**config.mk**
```make
export PLATFORM = sky130hd
export DESIGN_NAME = subcarrier_dto
export DESIGN_NICKNAME = d
export VERILOG_FILES = /design/src/rtl/scdto_pkg.sv /design/src/rtl/scdto_field_fsm.sv /design/src/rtl/scdto_accum.sv /design/src/rtl/scdto_sincos.sv /design/src/rtl/scdto_mixer.sv /design/src/rtl/subcarrier_dto.sv
export SDC_FILE = /design/constraint.sdc
export NUM_CORES = 1
export LEC_CHECK = 0
export ABC_AREA = 1
export BUFFER_PORTS_ARGS = -buffer_cell sky130_fd_sc_hd__buf_2
export CORE_UTILIZATION = 25
export CTS_CLUSTER_SIZE = 40
export DETAILED_ROUTE_END_ITERATION = 10
export GPL_TIMING_DRIVEN = 0
export HOLD_SLACK_MARGIN = 0.12
export RECOVER_POWER = 100
export SYNTH_ARGS = -nofsm -noshare
export SYNTH_HDL_FRONTEND = slang
export SYNTH_HIERARCHICAL = 1
export SYNTH_SLANG_ARGS = --single-unit
```
**constraint.sdc**
```tcl
create_clock -name clk -period 10.9 [get_ports clk]
set_input_delay 1.09 -clock clk [delete_from_list [all_inputs] [get_ports clk]]
set_output_delay 1.09 -clock clk [all_outputs]
set_load 0.02 [all_outputs]
```
**src/rtl/scdto_pkg.sv**
```systemverilog
package scdto_pkg;

    typedef enum logic [0:0] {
        ST_OFF   = 1'b0,
        ST_ARMED = 1'b1
    } rephase_state_e;

    // Quarter-wave magnitude: parabolic half-wave shape sampled over a quarter
    function automatic longint qmag(input int k, input int qw, input int amp);
        longint n2;
        n2 = longint'(2) << qw;
        return (longint'(amp) * longint'(k) * (n2 - longint'(k))) >> (2 * qw);
    endfunction

endpackage

```
**src/rtl/scdto_field_fsm.sv**
```systemverilog
module scdto_field_fsm
    import scdto_pkg::*;
#(
    parameter int CNT_W = 3
) (
    input  logic       clk,
    input  logic       rst_n,
    input  logic       field_stb,
    input  logic       interlaced,
    input  logic [1:0] mode,
    output logic       rephase
);

    rephase_state_e     state_q, state_d;
    logic [CNT_W-1:0]   fcnt_q;
    logic [CNT_W-1:0]   mask;
    logic               arm_ok;

    assign arm_ok = (mode != 2'b00) && interlaced;

    always_comb begin
        unique case (mode)
            2'b01:   mask = CNT_W'(1);
            2'b10:   mask = CNT_W'(3);
            2'b11:   mask = CNT_W'(7);
            default: mask = '1;
        endcase
    end

    // state register and field counter
    always_ff @(posedge clk or negedge rst_n) begin
        if (!rst_n) begin
            state_q <= ST_OFF;
            fcnt_q  <= '0;
        end else begin
            state_q <= state_d;
            if (field_stb)
                fcnt_q <= fcnt_q + CNT_W'(1);
        end
    end

    // next state and output
    always_comb begin
        state_d = state_q;
        rephase = 1'b0;
        unique case (state_q)
            ST_OFF: begin
                if (arm_ok)
                    state_d = ST_ARMED;
            end
            ST_ARMED: begin
                if (!arm_ok)
                    state_d = ST_OFF;
                rephase = field_stb && ((fcnt_q & mask) == '0);
            end
            default: state_d = ST_OFF;
        endcase
    end

endmodule

```
**src/rtl/scdto_accum.sv**
```systemverilog
module scdto_accum #(
    parameter int ACC_W = 32
) (
    input  logic             clk,
    input  logic             rst_n,
    input  logic             load,
    input  logic [ACC_W-1:0] step,
    input  logic [ACC_W-1:0] init,
    output logic [ACC_W-1:0] acc
);

    always_ff @(posedge clk or negedge rst_n) begin
        if (!rst_n)
            acc <= '0;
        else if (load)
            acc <= init;
        else
            acc <= acc + step;
    end

endmodule

```
**src/rtl/scdto_sincos.sv**
```systemverilog
module scdto_sincos
    import scdto_pkg::*;
#(
    parameter int PH_W  = 10,
    parameter int AMP_W = 8
) (
    input  logic [PH_W-1:0]         addr,
    output logic signed [AMP_W-1:0] sin_v,
    output logic signed [AMP_W-1:0] cos_v
);

    localparam int QW  = PH_W - 2;
    localparam int NQ  = 1 << QW;
    localparam int AMP = (1 << (AMP_W - 1)) - 1;

    logic [AMP_W-2:0] qtab [0:NQ];

    for (genvar k = 0; k <= NQ; k++) begin : g_tab
        assign qtab[k] = (AMP_W-1)'(qmag(k, QW, AMP));
    end

    logic [1:0]       quad;
    logic [QW-1:0]    q;
    logic [QW:0]      qr;
    logic signed [AMP_W-1:0] pf, pr;

    assign quad = addr[PH_W-1 -: 2];
    assign q    = addr[QW-1:0];
    assign qr   = (QW+1)'(NQ) - {1'b0, q};
    assign pf   = $signed({1'b0, qtab[q]});
    assign pr   = $signed({1'b0, qtab[qr]});

    always_comb begin
        unique case (quad)
            2'd0: begin sin_v =  pf; cos_v =  pr; end
            2'd1: begin sin_v =  pr; cos_v = -pf; end
            2'd2: begin sin_v = -pf; cos_v = -pr; end
            default: begin sin_v = -pr; cos_v =  pf; end
        endcase
    end

endmodule

```
**src/rtl/scdto_mixer.sv**
```systemverilog
module scdto_mixer #(
    parameter int DW    = 8,
    parameter int AMP_W = 8,
    parameter int OUT_W = 9
) (
    input  logic                    clk,
    input  logic                    rst_n,
    input  logic signed [AMP_W-1:0] sin_v,
    input  logic signed [AMP_W-1:0] cos_v,
    input  logic signed [DW-1:0]    u,
    input  logic signed [DW-1:0]    v,
    input  logic [DW-1:0]           y,
    output logic signed [DW:0]      chroma,
    output logic [OUT_W-1:0]        cvbs
);

    localparam int MW = DW + AMP_W + 1;
    localparam int CW = DW + 1;
    localparam int SW = CW + 2;
    localparam logic signed [SW-1:0] OMAX = SW'((1 << OUT_W) - 1);

    logic signed [MW-1:0] uu, vv, ss, cc, mac, sh;
    logic signed [CW-1:0] chroma_n;
    logic signed [SW-1:0] sum, scaled;
    logic [OUT_W-1:0]     cvbs_n;

    assign uu  = MW'(u);
    assign vv  = MW'(v);
    assign ss  = MW'(sin_v);
    assign cc  = MW'(cos_v);
    assign mac = uu * ss + vv * cc;
    assign sh  = mac >>> (AMP_W - 1);
    assign chroma_n = sh[CW-1:0];

    assign sum    = SW'(chroma_n) + $signed({{(SW-DW){1'b0}}, y});
    assign scaled = sum - (sum >>> 4);

    always_comb begin
        if (scaled < 0)
            cvbs_n = '0;
        else if (scaled > OMAX)
            cvbs_n = '1;
        else
            cvbs_n = scaled[OUT_W-1:0];
    end

    always_ff @(posedge clk or negedge rst_n) begin
        if (!rst_n) begin
            chroma <= '0;
            cvbs   <= '0;
        end else begin
            chroma <= chroma_n;
            cvbs   <= cvbs_n;
        end
    end

endmodule

```
**src/rtl/subcarrier_dto.sv**
```systemverilog
module subcarrier_dto #(
    parameter int ACC_W = 32,
    parameter int PH_W  = 10,
    parameter int AMP_W = 8,
    parameter int DW    = 8,
    parameter int OUT_W = 9
) (
    input  logic                    clk,
    input  logic                    rst_n,
    input  logic [ACC_W-1:0]        freq_word,
    input  logic [ACC_W-1:0]        start_phase,
    input  logic [1:0]              rephase_mode,
    input  logic                    interlaced,
    input  logic                    field_stb,
    input  logic signed [DW-1:0]    u_in,
    input  logic signed [DW-1:0]    v_in,
    input  logic [DW-1:0]           y_in,
    output logic [ACC_W-1:0]        phase_o,
    output logic signed [AMP_W-1:0] sin_o,
    output logic signed [AMP_W-1:0] cos_o,
    output logic signed [DW:0]      chroma_o,
    output logic [OUT_W-1:0]        cvbs_o
);

    localparam int CNT_W = 3;

    logic rephase;

    scdto_field_fsm #(.CNT_W(CNT_W)) u_fsm (
        .clk        (clk),
        .rst_n      (rst_n),
        .field_stb  (field_stb),
        .interlaced (interlaced),
        .mode       (rephase_mode),
        .rephase    (rephase)
    );

    scdto_accum #(.ACC_W(ACC_W)) u_acc (
        .clk   (clk),
        .rst_n (rst_n),
        .load  (rephase),
        .step  (freq_word),
        .init  (start_phase),
        .acc   (phase_o)
    );

    scdto_sincos #(.PH_W(PH_W), .AMP_W(AMP_W)) u_lut (
        .addr  (phase_o[ACC_W-1 -: PH_W]),
        .sin_v (sin_o),
        .cos_v (cos_o)
    );

    scdto_mixer #(.DW(DW), .AMP_W(AMP_W), .OUT_W(OUT_W)) u_mix (
        .clk    (clk),
        .rst_n  (rst_n),
        .sin_v  (sin_o),
        .cos_v  (cos_o),
        .u      (u_in),
        .v      (v_in),
        .y      (y_in),
        .chroma (chroma_o),
        .cvbs   (cvbs_o)
    );

endmodule

```
# --- Yosys cells after proc, flatten, opt, wreduce, memory -nomap -nowiden ---
# Memories as Yosys holds them, arrays and structs flattened.
# Index checks and enable logic that the tools add are counted.
op_classes:
  bitwise: 3
  multipliers: 2
  n_reduce_logical: 5
  n_addsub: 8
  mux: 12
  n_eq_ne: 4
  n_lt_le_gt_ge: 4
ops:
  columns: ["operator", "count"]
  rows:
  - ["$pmux W8 S3", 2]
  - ["$add A32 B32 Y32", 1]
  - ["$mul A8 B8 Y16", 2]
  - ["$mux W32", 1]
  - ["$mux W7", 4]
  - ["$mux W9", 2]
  - ["$add A16 B16 Y16", 1]
  - ["$neg A7 Y8", 2]
  - ["$gt A11 B10 Y1 const B", 1]
  - ["$lt A11 B1 Y1 const B", 1]
  - ["$sub A10 B6 Y11", 1]
  - ["$add A9 B9 Y10", 1]
  - ["$ge A10 B10 Y1 const B", 1]
  - ["$ge A9 B10 Y1 const B", 1]
  - ["$not A9 Y10", 1]
  - ["$not A8 Y9", 1]
  - ["$sub A9 B8 Y9 const A", 1]
  - ["$pmux W3 S2", 1]
  - ["$eq A2 B1 Y1 const B", 2]
  - ["$eq A2 B2 Y1 const B", 2]
  - ["$add A3 B1 Y3 const B", 1]
  - ["$and A3 B3 Y3", 1]
  - ["$logic_not A3 Y1", 1]
  - ["$logic_and A1 B1 Y1", 2]
  - ["3 further kinds", 4]
word_totals:
  input_bits: 94
  reg_bits: 54
  out_inout_bits: 66
  memories: 2
  wordCells: 45
  romBits: 7168
memory_table:
  columns: ["memory", "words", "word_bits", "read_ports", "rd_clocked_by_memory_dff", "write_ports", "line_no", "text"]
  rows:
  - ["(no name shown)", 512, 7, 1, 0, 0, "scdto_sincos.sv:31", "assign pr = $signed({1'b0, qtab[qr]});"]
  - ["(no name shown)", 512, 7, 1, 0, 0, "scdto_sincos.sv:30", "assign pf = $signed({1'b0, qtab[q]});"]

# --- Logic depth before layout (Yosys ltp) ---
# Gate-level depths: netlist (run 1).
logic_depth:
  ltp_word: 14
  depth_mapped: 72
  mapped_depth_nobuf: 69

# --- Cells and area by module ---
# The synthesis (run 1) kept the hierarchy.
by_module_without_submodules:
  columns: ["module", "cells_each", "seq_area_each_um2", "n_inst", "area_each_um2"]
  rows:
  - ["scdto_mixer", 850, 450.4, 1, 6840.3]
  - ["scdto_sincos", 765, 0.0, 1, 3672.3]
  - ["scdto_accum", 617, 800.8, 1, 3529.6]
  - ["scdto_field_fsm", 29, 100.1, 1, 229.0]

# --- Least setup slack after synthesis (run 1) ---
# No wires, ideal clock.
synth_path:
  kind: "flip-flop to flip-flop"
  start: "register u_acc.acc[23]"
  end: "register u_mix.cvbs[2]"
  n_path_buf: 3
  setup_slack_ps: -190
  t_arrival_ps: 10977
  path_stages_with_launch: 67
  period_less_slack_ps: 11090
  path_cell_list: "dfrtp_1 inv_1 ha_1 buf_2 inv_1 ha_1 inv_1 buf_2 ha_1 inv_1 nand2_1 nand3_1 nand3_1 nand2_1 nand2_1 nand3_1 nand2_1 nand2_1 [31 not listed] a21oi_1 o21bai_2 xor2_1 inv_1 ha_1 nand3_1 nand2_1 a21oi_1 o21bai_1 a21oi_1 o21bai_1 nand2_1 o21ai_1 nor2_4 nand3_4 nand2_1 nand2_1 inv_1"
synth_via:
  elab_chain_len: 14
  elab_cells_between_ends: 22
synth_lines:
  columns: ["element", "line_no", "text"]
  rows:
  - ["start: declaration", "scdto_accum.sv:9", "output logic [ACC_W-1:0] acc"]
  - ["start signal: assignment", "scdto_accum.sv:16", "acc <= init;"]
  - ["start signal: assignment", "scdto_accum.sv:18", "acc <= acc + step;"]
  - ["$sub A9 B8 Y9", "scdto_sincos.sv:29", "assign qr = (QW+1)'(NQ) - {1'b0, q};"]
  - ["$not A9 Y10 (implied by the code)", "scdto_sincos.sv:31", null]
  - ["$mem_v2 Z512 W7", null, null]
  - ["$mux W7 (implied by the code) (2 in a row)", "scdto_sincos.sv:31", null]
  - ["$neg A7 Y8", "scdto_sincos.sv:38", "default: begin sin_v = -pr; cos_v = pf; end"]
  - ["$pmux W8 S3 (*)", "scdto_sincos.sv:34", "unique case (quad)"]
  - ["named net sin_o[6]", "subcarrier_dto.sv:19", "output logic signed [AMP_W-1:0] sin_o,"]
  - ["$mul A8 B8 Y16 (*)", "scdto_mixer.sv:31", "assign mac = uu * ss + vv * cc;"]
  - ["$add A16 B16 Y16 (*)", "scdto_mixer.sv:31", null]
  - ["named net u_mix.mac[10]", "scdto_mixer.sv:22", "logic signed [MW-1:0] uu, vv, ss, cc, mac, sh;"]
  - ["$add A9 B9 Y10 (*)", "scdto_mixer.sv:35", "assign sum = SW'(chroma_n) + $signed({{(SW-DW){1'b0}}, y});"]
  - ["$sub A10 B6 Y11 (*)", "scdto_mixer.sv:36", "assign scaled = sum - (sum >>> 4);"]
  - ["$gt A11 B10 Y1", "scdto_mixer.sv:41", "else if (scaled > OMAX)"]
  - ["$mux W9", "scdto_mixer.sv:41", null]
  - ["$mux W9 (*)", "scdto_mixer.sv:39", "if (scaled < 0)"]
  - ["named net u_mix.cvbs_n[2]", "scdto_mixer.sv:25", "logic [OUT_W-1:0] cvbs_n;"]
  - ["end signal: assignment", "scdto_mixer.sv:53", "cvbs <= cvbs_n;"]
  - ["end: declaration", "scdto_mixer.sv:14", "output logic [OUT_W-1:0] cvbs"]
# Mark *: on every way through the listed nets, which the timed path passes. The rest lies on a longest branch. The select of a mux whose other input is x is not followed.
# A chain may end at the register's enable or synchronous reset.

# --- Worst setup path in the final report (run 1) ---
layout_path:
  start: "register u_acc.acc[22]"
  end: "register u_mix.cvbs[2]"
layout_via:
  elab_chain_len: 14
  elab_cells_between_ends: 22
layout_lines:
  columns: ["element", "line_no"]
  rows:
  - ["$sub A9 B8 Y9", "scdto_sincos.sv:29"]
  - ["$not A9 Y10 (implied by the code)", "scdto_sincos.sv:31"]
  - ["$mem_v2 Z512 W7", null]
  - ["$mux W7 (implied by the code) (2 in a row)", "scdto_sincos.sv:31"]
  - ["$neg A7 Y8", "scdto_sincos.sv:37, scdto_sincos.sv:38"]
  - ["$pmux W8 S3", "scdto_sincos.sv:34"]
  - ["$mul A8 B8 Y16", "scdto_mixer.sv:31"]
  - ["$add A16 B16 Y16 (*)", "scdto_mixer.sv:31"]
  - ["named net u_mix.mac[8]", "scdto_mixer.sv:22"]
  - ["$add A9 B9 Y10 (*)", "scdto_mixer.sv:35"]
  - ["$sub A10 B6 Y11 (*)", "scdto_mixer.sv:36"]
  - ["$gt A11 B10 Y1", "scdto_mixer.sv:41"]
  - ["$mux W9", "scdto_mixer.sv:41"]
  - ["$mux W9 (*)", "scdto_mixer.sv:39"]
  - ["named net u_mix.cvbs_n[2]", "scdto_mixer.sv:25"]
# Marks and branches as above.

==> results of run 1 <==
==> routing by layer <==
layer  track usage [%]  vias up  routed length, um
met3              2.54       68               3140
li1                  -     7292                  -
met2              27.5      481              22700
met4              2.72       14                785
met5                 0        -                 85
met1              23.3     6901              22400
==> worst paths after layout <==
path	to	slack [ns]
worst max register to register	u_mix/cvbs[2]	0.35
max in group asynchronous	u_acc/acc[23]	7.43
min in group asynchronous	u_fsm/fcnt_q[0]	1.29
worst min-delay path	u_fsm/fcnt_q[0]	0.51
worst max-delay path	u_mix/cvbs[2]	0.35
worst min register to register	u_fsm/fcnt_q[0]	0.51
==> synth_stat cells (all sizes together) <==
library cell	n
clkinv	5
or2	11
nor2	127
and2	3
buf	39
a21oi	68
o22ai	1
o2111ai	2
o21a	1
inv	467
nor4	1
a21o	2
o221ai	2
o21bai	7
nand3	218
a31oi	1
o311ai	1
clkbuf	37
ha	122
nor3	6
a22oi	2
fa	137
o211ai	7
nand2	799
a211oi	2
dfrtp	54
xor2	13
a2bb2oi	1
xnor2	23
nand3b	11
o21ai	73
nand4	18
==> final cells by class <==
| class | count | area (um^2) | share of cell area, % |
|---|---|---|---|
| well taps | 756 | 946 | 5.42 |
| diodes | 1 | 2.50 | 0.0143 |
| inverters | 472 | 1820 | 10.4 |
| clock buffers | 5 | 125 | 0.717 |
| plain buffers | 73 | 482 | 2.76 |
| clock inverters | 3 | 28.8 | 0.165 |
| repair buffers | 213 | 1190 | 6.84 |
| flip-flops and latches | 54 | 1360 | 7.76 |
| multi-input cells | 1659 | 11500 | 65.9 |
==> flip-flops by register name (all words and copies together), names as in the netlist <==
signal / flops
u_fsm/fcnt_q: 3
u_mix/chroma: 9
u_mix/cvbs: 9
u_acc/acc: 32
u_fsm/state_q: 1
==> timing repair <==
action	4_1_cts	5_1_grt
setup buffers	18	51
gates resized for setup	78	163
gates cloned	0	0
setup endpoints to repair	9	9
hold endpoints to repair	0	0
pin swaps	21	93
==> worst reg2reg max path: cells and delay by family (launching register included) <==
kind	cells	cell delay, ns
AOI/OAI and AO/OA	9	1.38
xor gates and xnor gates	2	0.38
adders and majority gates	13	4.83
buffers and inverters	17	1.38
DFF	1	0.46
and+or+nand+nor	24	2.00
==> per-stage QoR <==
step	worst slack, ns	hold WS (ns)
final	0.349	0.511
after global routing	-0.150	0.537
after CTS	-0.171	0.511
after detailed placement	-2.00	0.494
after global placement	-2.01	0.493
after floorplan	0.0258	0.469
==> kinds of logic (layout without fill, tap and decap cells) <==
logic type	after synthesis	after routing
and+or+nand+nor	1194	1194
AOI/OAI and AO/OA	170	170
buffers and inverters	548	766
DFF	54	54
other	0	1
adders and majority gates	259	259
xor gates and xnor gates	36	36
==> impl_metrics.json, run 1 <==
{
  "cp_top_family": "adder cells",
  "rr_startpoint": "u_acc/acc[22]",
  "critPathMaxStageDelay_ns": 0.52,
  "fin_area_mm2": 0.0175,
  "hpwlAfterDp_mm": 39.9,
  "fp-row-count": 87,
  "min_path_type": "reg -> reg",
  "synth_top_family_by_area": "simple AND/OR/NAND/NOR gates",
  "final_cell_mix": "734 x nand2_1, 433 x inv_1, 183 x nand3_1",
  "r2r_cells": 65,
  "grt_overflow_total": 0,
  "ys_types": 56,
  "clockBufferDepth": 2,
  "relSlewSlack_pct": -26.2,
  "cts_hold_buf": 0,
  "finalCriticalPeriod_ns": 10.55,
  "drt_iter0_markers": 1186,
  "grt_pass1_vias": 14100,
  "grt_setup_unrepaired": "yes",
  "grt_usage_pct": 16.7,
  "cts-root-buf": "clkbuf_16",
  "htree_levels": 2,
  "ys_ff_latch": 54,
  "clock_sinks": 54,
  "crit_fanout": 8,
  "synth.top_cell.area_share_pct": 20.3,
  "cts_buffers": 5,
  "start_kind": "flip-flop",
  "cp_slowest_cell": "fa_1",
  "synthAdderAreaFrac_pct": 29.9,
  "post_synth_xor_area_fraction_pct": 2.26,
  "drv_slew": 34,
  "skew_ns": 0.00756,
  "startpoint": "u_acc/acc[22]",
  "endpoint_kind": "flip-flop",
  "path_buf_inv": 17,
  "core_mm2": 0.0564,
  "drive_gt1_share_pct": 18.7,
  "yosys.area_share.simple_pct": 36.3,
  "portBuffers": 143,
  "final-hold-violation-count": 0,
  "avgSynthCellArea_um2": 6.31,
  "drc": 0,
  "initial_core_util_pct": 25.3,
  "synth_fp_nets": 2614,
  "dpl_cell_area_mm2": 0.0160,
  "syn_area_mm2": 0.0143,
  "synth_cells": 2261,
  "layout.cells.non_filler": 3236,
  "fp.dieW_um": 241,
  "drt.antenna.violating_nets": 0,
  "cts_tree": "done",
  "dieArea_mm2": 0.0580,
  "via_per_inst": 4.56,
  "violations": "max-capacitance violations, max-slew violations",
  "clk_latency_ns": 0.32,
  "path_clk_slew_ns": 0.09,
  "worst_pin_slew_ns": 1.89,
  "final_common_cell": "nand2_1",
  "synth_top_area_cell": "nand2_1",
  "pin_count": 160,
  "grt_pass1_wl_mm": 76.3,
  "fmax_ghz": 0.0948,
  "grt_max_degree": 34,
  "path_common_cell": "nand2_2",
  "final_core_util_pct": 31.0,
  "detail_route.wirelength_mm": 49.2,
  "synth_mux_area_share_pct": 0,
  "min_path_cells": 1,
  "routabilityCongestion": 0.938,
  "yosysWarnings": 6,
  "worstSetupPathType": "reg -> reg",
  "area_growth_pct": 22.3,
  "worst_ep_arrival_time_ns": 10.77,
  "ys_seq_area_share_pct": 9.47,
  "synth_compound_area_share_pct": 6.83,
  "worstPathRequired_ns": 11.12,
  "maxCapViolations": 1,
  "finalSetupTns_ns": 0,
  "die_y_um": 241,
  "placedCellCount": 3161,
  "wire_per_inst_um": 15.2,
  "drt_pre_antenna_iters": 7,
  "outcome": "finished, violations left",
  "finalSetupViolations": 0,
  "min_from": "u_fsm/fcnt_q[0]",
  "min_period_over_period_pct": 96.8,
  "n_fill_cell": 6390,
  "antenna_found_initial": 8,
  "synth.area.top_cells": "nand2_1 20%, fa_1 19%, inv_1 12%",
  "num_vias": 14800,
  "nets": 2831,
  "cp.depth": 65
}
Power of run 1 is not shown: default switching activity piles up to over one toggle a cycle in this logic, so the estimate is an artifact.
==> run 2, diff against run 1 <==
CORE_ASPECT_RATIO = 0.75   (was not set)
==> run 2 against run 1 <==
  * The run still ends with max-capacitance violations, max-slew violations left
  * Utilization about the same
  * Final area decreased by 0.62%
  * First-iteration DRC count increased by 21%
  * Critical path type unchanged
==> impl_metrics.json, run 2 (synthesis results as in run 1) <==
{
  "wire_per_inst_um": 14.9,
  "skew_ns": 0.0154,
  "placedCellCount": 3135,
  "detail_route.wirelength_mm": 48.0,
  "cts-root-buf": "clkbuf_16",
  "cts_tree": "done",
  "clock_sinks": 54,
  "startpoint": "u_acc/acc[22]",
  "maxCapViolations": 1,
  "via_per_inst": 4.61,
  "worstSetupPathType": "reg -> reg",
  "reg_top3": "u_acc/acc x32, u_mix/chroma x9, u_mix/cvbs x9",
  "portBuffers": 143,
  "worst_ep_arrival_time_ns": 10.71,
  "r2r-end": "u_mix/cvbs[5]",
  "min_period_over_period_pct": 96.3,
  "pin_count": 160,
  "path_buf_inv": 17,
  "path_common_cell": "nand2_1",
  "endpoint_kind": "flip-flop",
  "violations": "max-capacitance violations, max-slew violations",
  "layout.cells.non_filler": 3210,
  "r2r_setup_slack_ns": 0.40,
  "regArea_mm2": 0.00136,
  "cts_buffers": 5,
  "multi_input_area_mm2": 0.0114,
  "clk_latency_ns": 0.32,
  "num_vias": 14800,
  "holdWs_ns": 0.504,
  "start_kind": "flip-flop",
  "fp-row-count": 75,
  "initial_core_util_pct": 25.4,
  "cp_slowest_cell": "fa_1",
  "grt_usage_pct": 16.1,
  "outcome": "finished, violations left",
  "antenna_found_initial": 13,
  "min_to": "u_fsm/fcnt_q[0]",
  "drt.antenna.violating_nets": 0,
  "final_common_cell": "nand2_1",
  "regMostFlops": "u_acc/acc",
  "drive_gt1_share_pct": 18.1,
  "die_y_um": 209,
  "largest_reg_flops": 32,
  "final-hold-violation-count": 0,
  "htree_levels": 2,
  "cts_hold_buf": 0,
  "clockBufferDepth": 2,
  "fp.dieW_um": 278,
  "grt_overflow_total": 0,
  "min_from": "u_fsm/fcnt_q[0]",
  "grt_pass1_wl_mm": 74.4,
  "min_path_cells": 1,
  "dieArea_mm2": 0.0581,
  "drt_pre_antenna_iters": 7,
  "drt_iter0_markers": 1436,
  "crit_fanout": 7,
  "final_cell_mix": "746 x nand2_1, 434 x inv_1, 189 x nand3_1",
  "path_clk_slew_ns": 0.09,
  "drc": 0,
  "drv_slew": 55,
  "routabilityCongestion": 0.944,
  "grt_max_degree": 55,
  "rr_startpoint": "u_acc/acc[22]",
  "r2r_cells": 63,
  "area_growth_pct": 21.6,
  "finalCriticalPeriod_ns": 10.50,
  "worst_pin_slew_ns": 3.27,
  "cp_top_family": "adder cells",
  "relSlewSlack_pct": -118,
  "grt_pass1_vias": 13600,
  "finalSetupTns_ns": 0,
  "core_mm2": 0.0561,
  "min_path_type": "reg -> reg",
  "fmax_ghz": 0.0953,
  "hpwlAfterDp_mm": 38.7,
  "nets": 2826,
  "critPathMaxStageDelay_ns": 0.60,
  "worstPathRequired_ns": 11.11,
  "n_fill_cell": 6199,
  "finalSetupViolations": 0
}
==> run 2: routing by layer <==
| metal | GRT usage [%] | vias up | wire (um) |
|---|---|---|---|
| li1 | - | 7287 | - |
| met1 | 24.2 | 6869 | 23100 |
| met2 | 23.7 | 575 | 20300 |
| met3 | 2.71 | 68 | 3710 |
| met4 | 3.28 | 14 | 719 |
| met5 | 0 | - | 129 |
==> run 2: per-stage QoR <==
step | instance area, um^2 | setup slack [ns] | utilization (%)
6_report | 17300 | 0.403 | 30.9
5_1_grt | 17300 | -0.144 | 30.9
4_1_cts | 16500 | -0.0706 | 29.4
3_5_place_dp | 15900 | -1.92 | 28.3
3_3_place_gp | 15900 | -1.94 | 28.3
2_1_floorplan | 14300 | 0.0258 | -
==> run 2: layout make-up <==
class                   instances  area share, %
clock inverters                 3          0.166
repair buffers                210           6.91
diodes                          5         0.0721
flip-flops and latches         54           7.81
plain buffers                  71           2.64
clock buffers                   5          0.721
multi-input cells            1659           66.0
well taps                     731           5.27
inverters                     472           10.4
==> run 2: worst max path at each step <==
stage,endpoint,slack (ns),cells past startpoint
finish,u_mix/cvbs[5],0.40,63
global route,u_mix/cvbs[5],-0.14,70
CTS,u_mix/cvbs[5],-0.07,62
detailed placement,u_mix/cvbs[7],-1.92,65
global placement,u_mix/cvbs[5],-1.94,65
floorplan,u_mix/cvbs[2],0.03,68
==> run 2: what timing repair did <==
item,in CTS,in global routing
pin swaps,21,94
setup buffers,29,37
endpoints found under the setup margin,9,9
resized for setup,69,153
cloned,0,1
endpoints found under the hold margin,0,0
Power of run 2 is left out for the same reason.
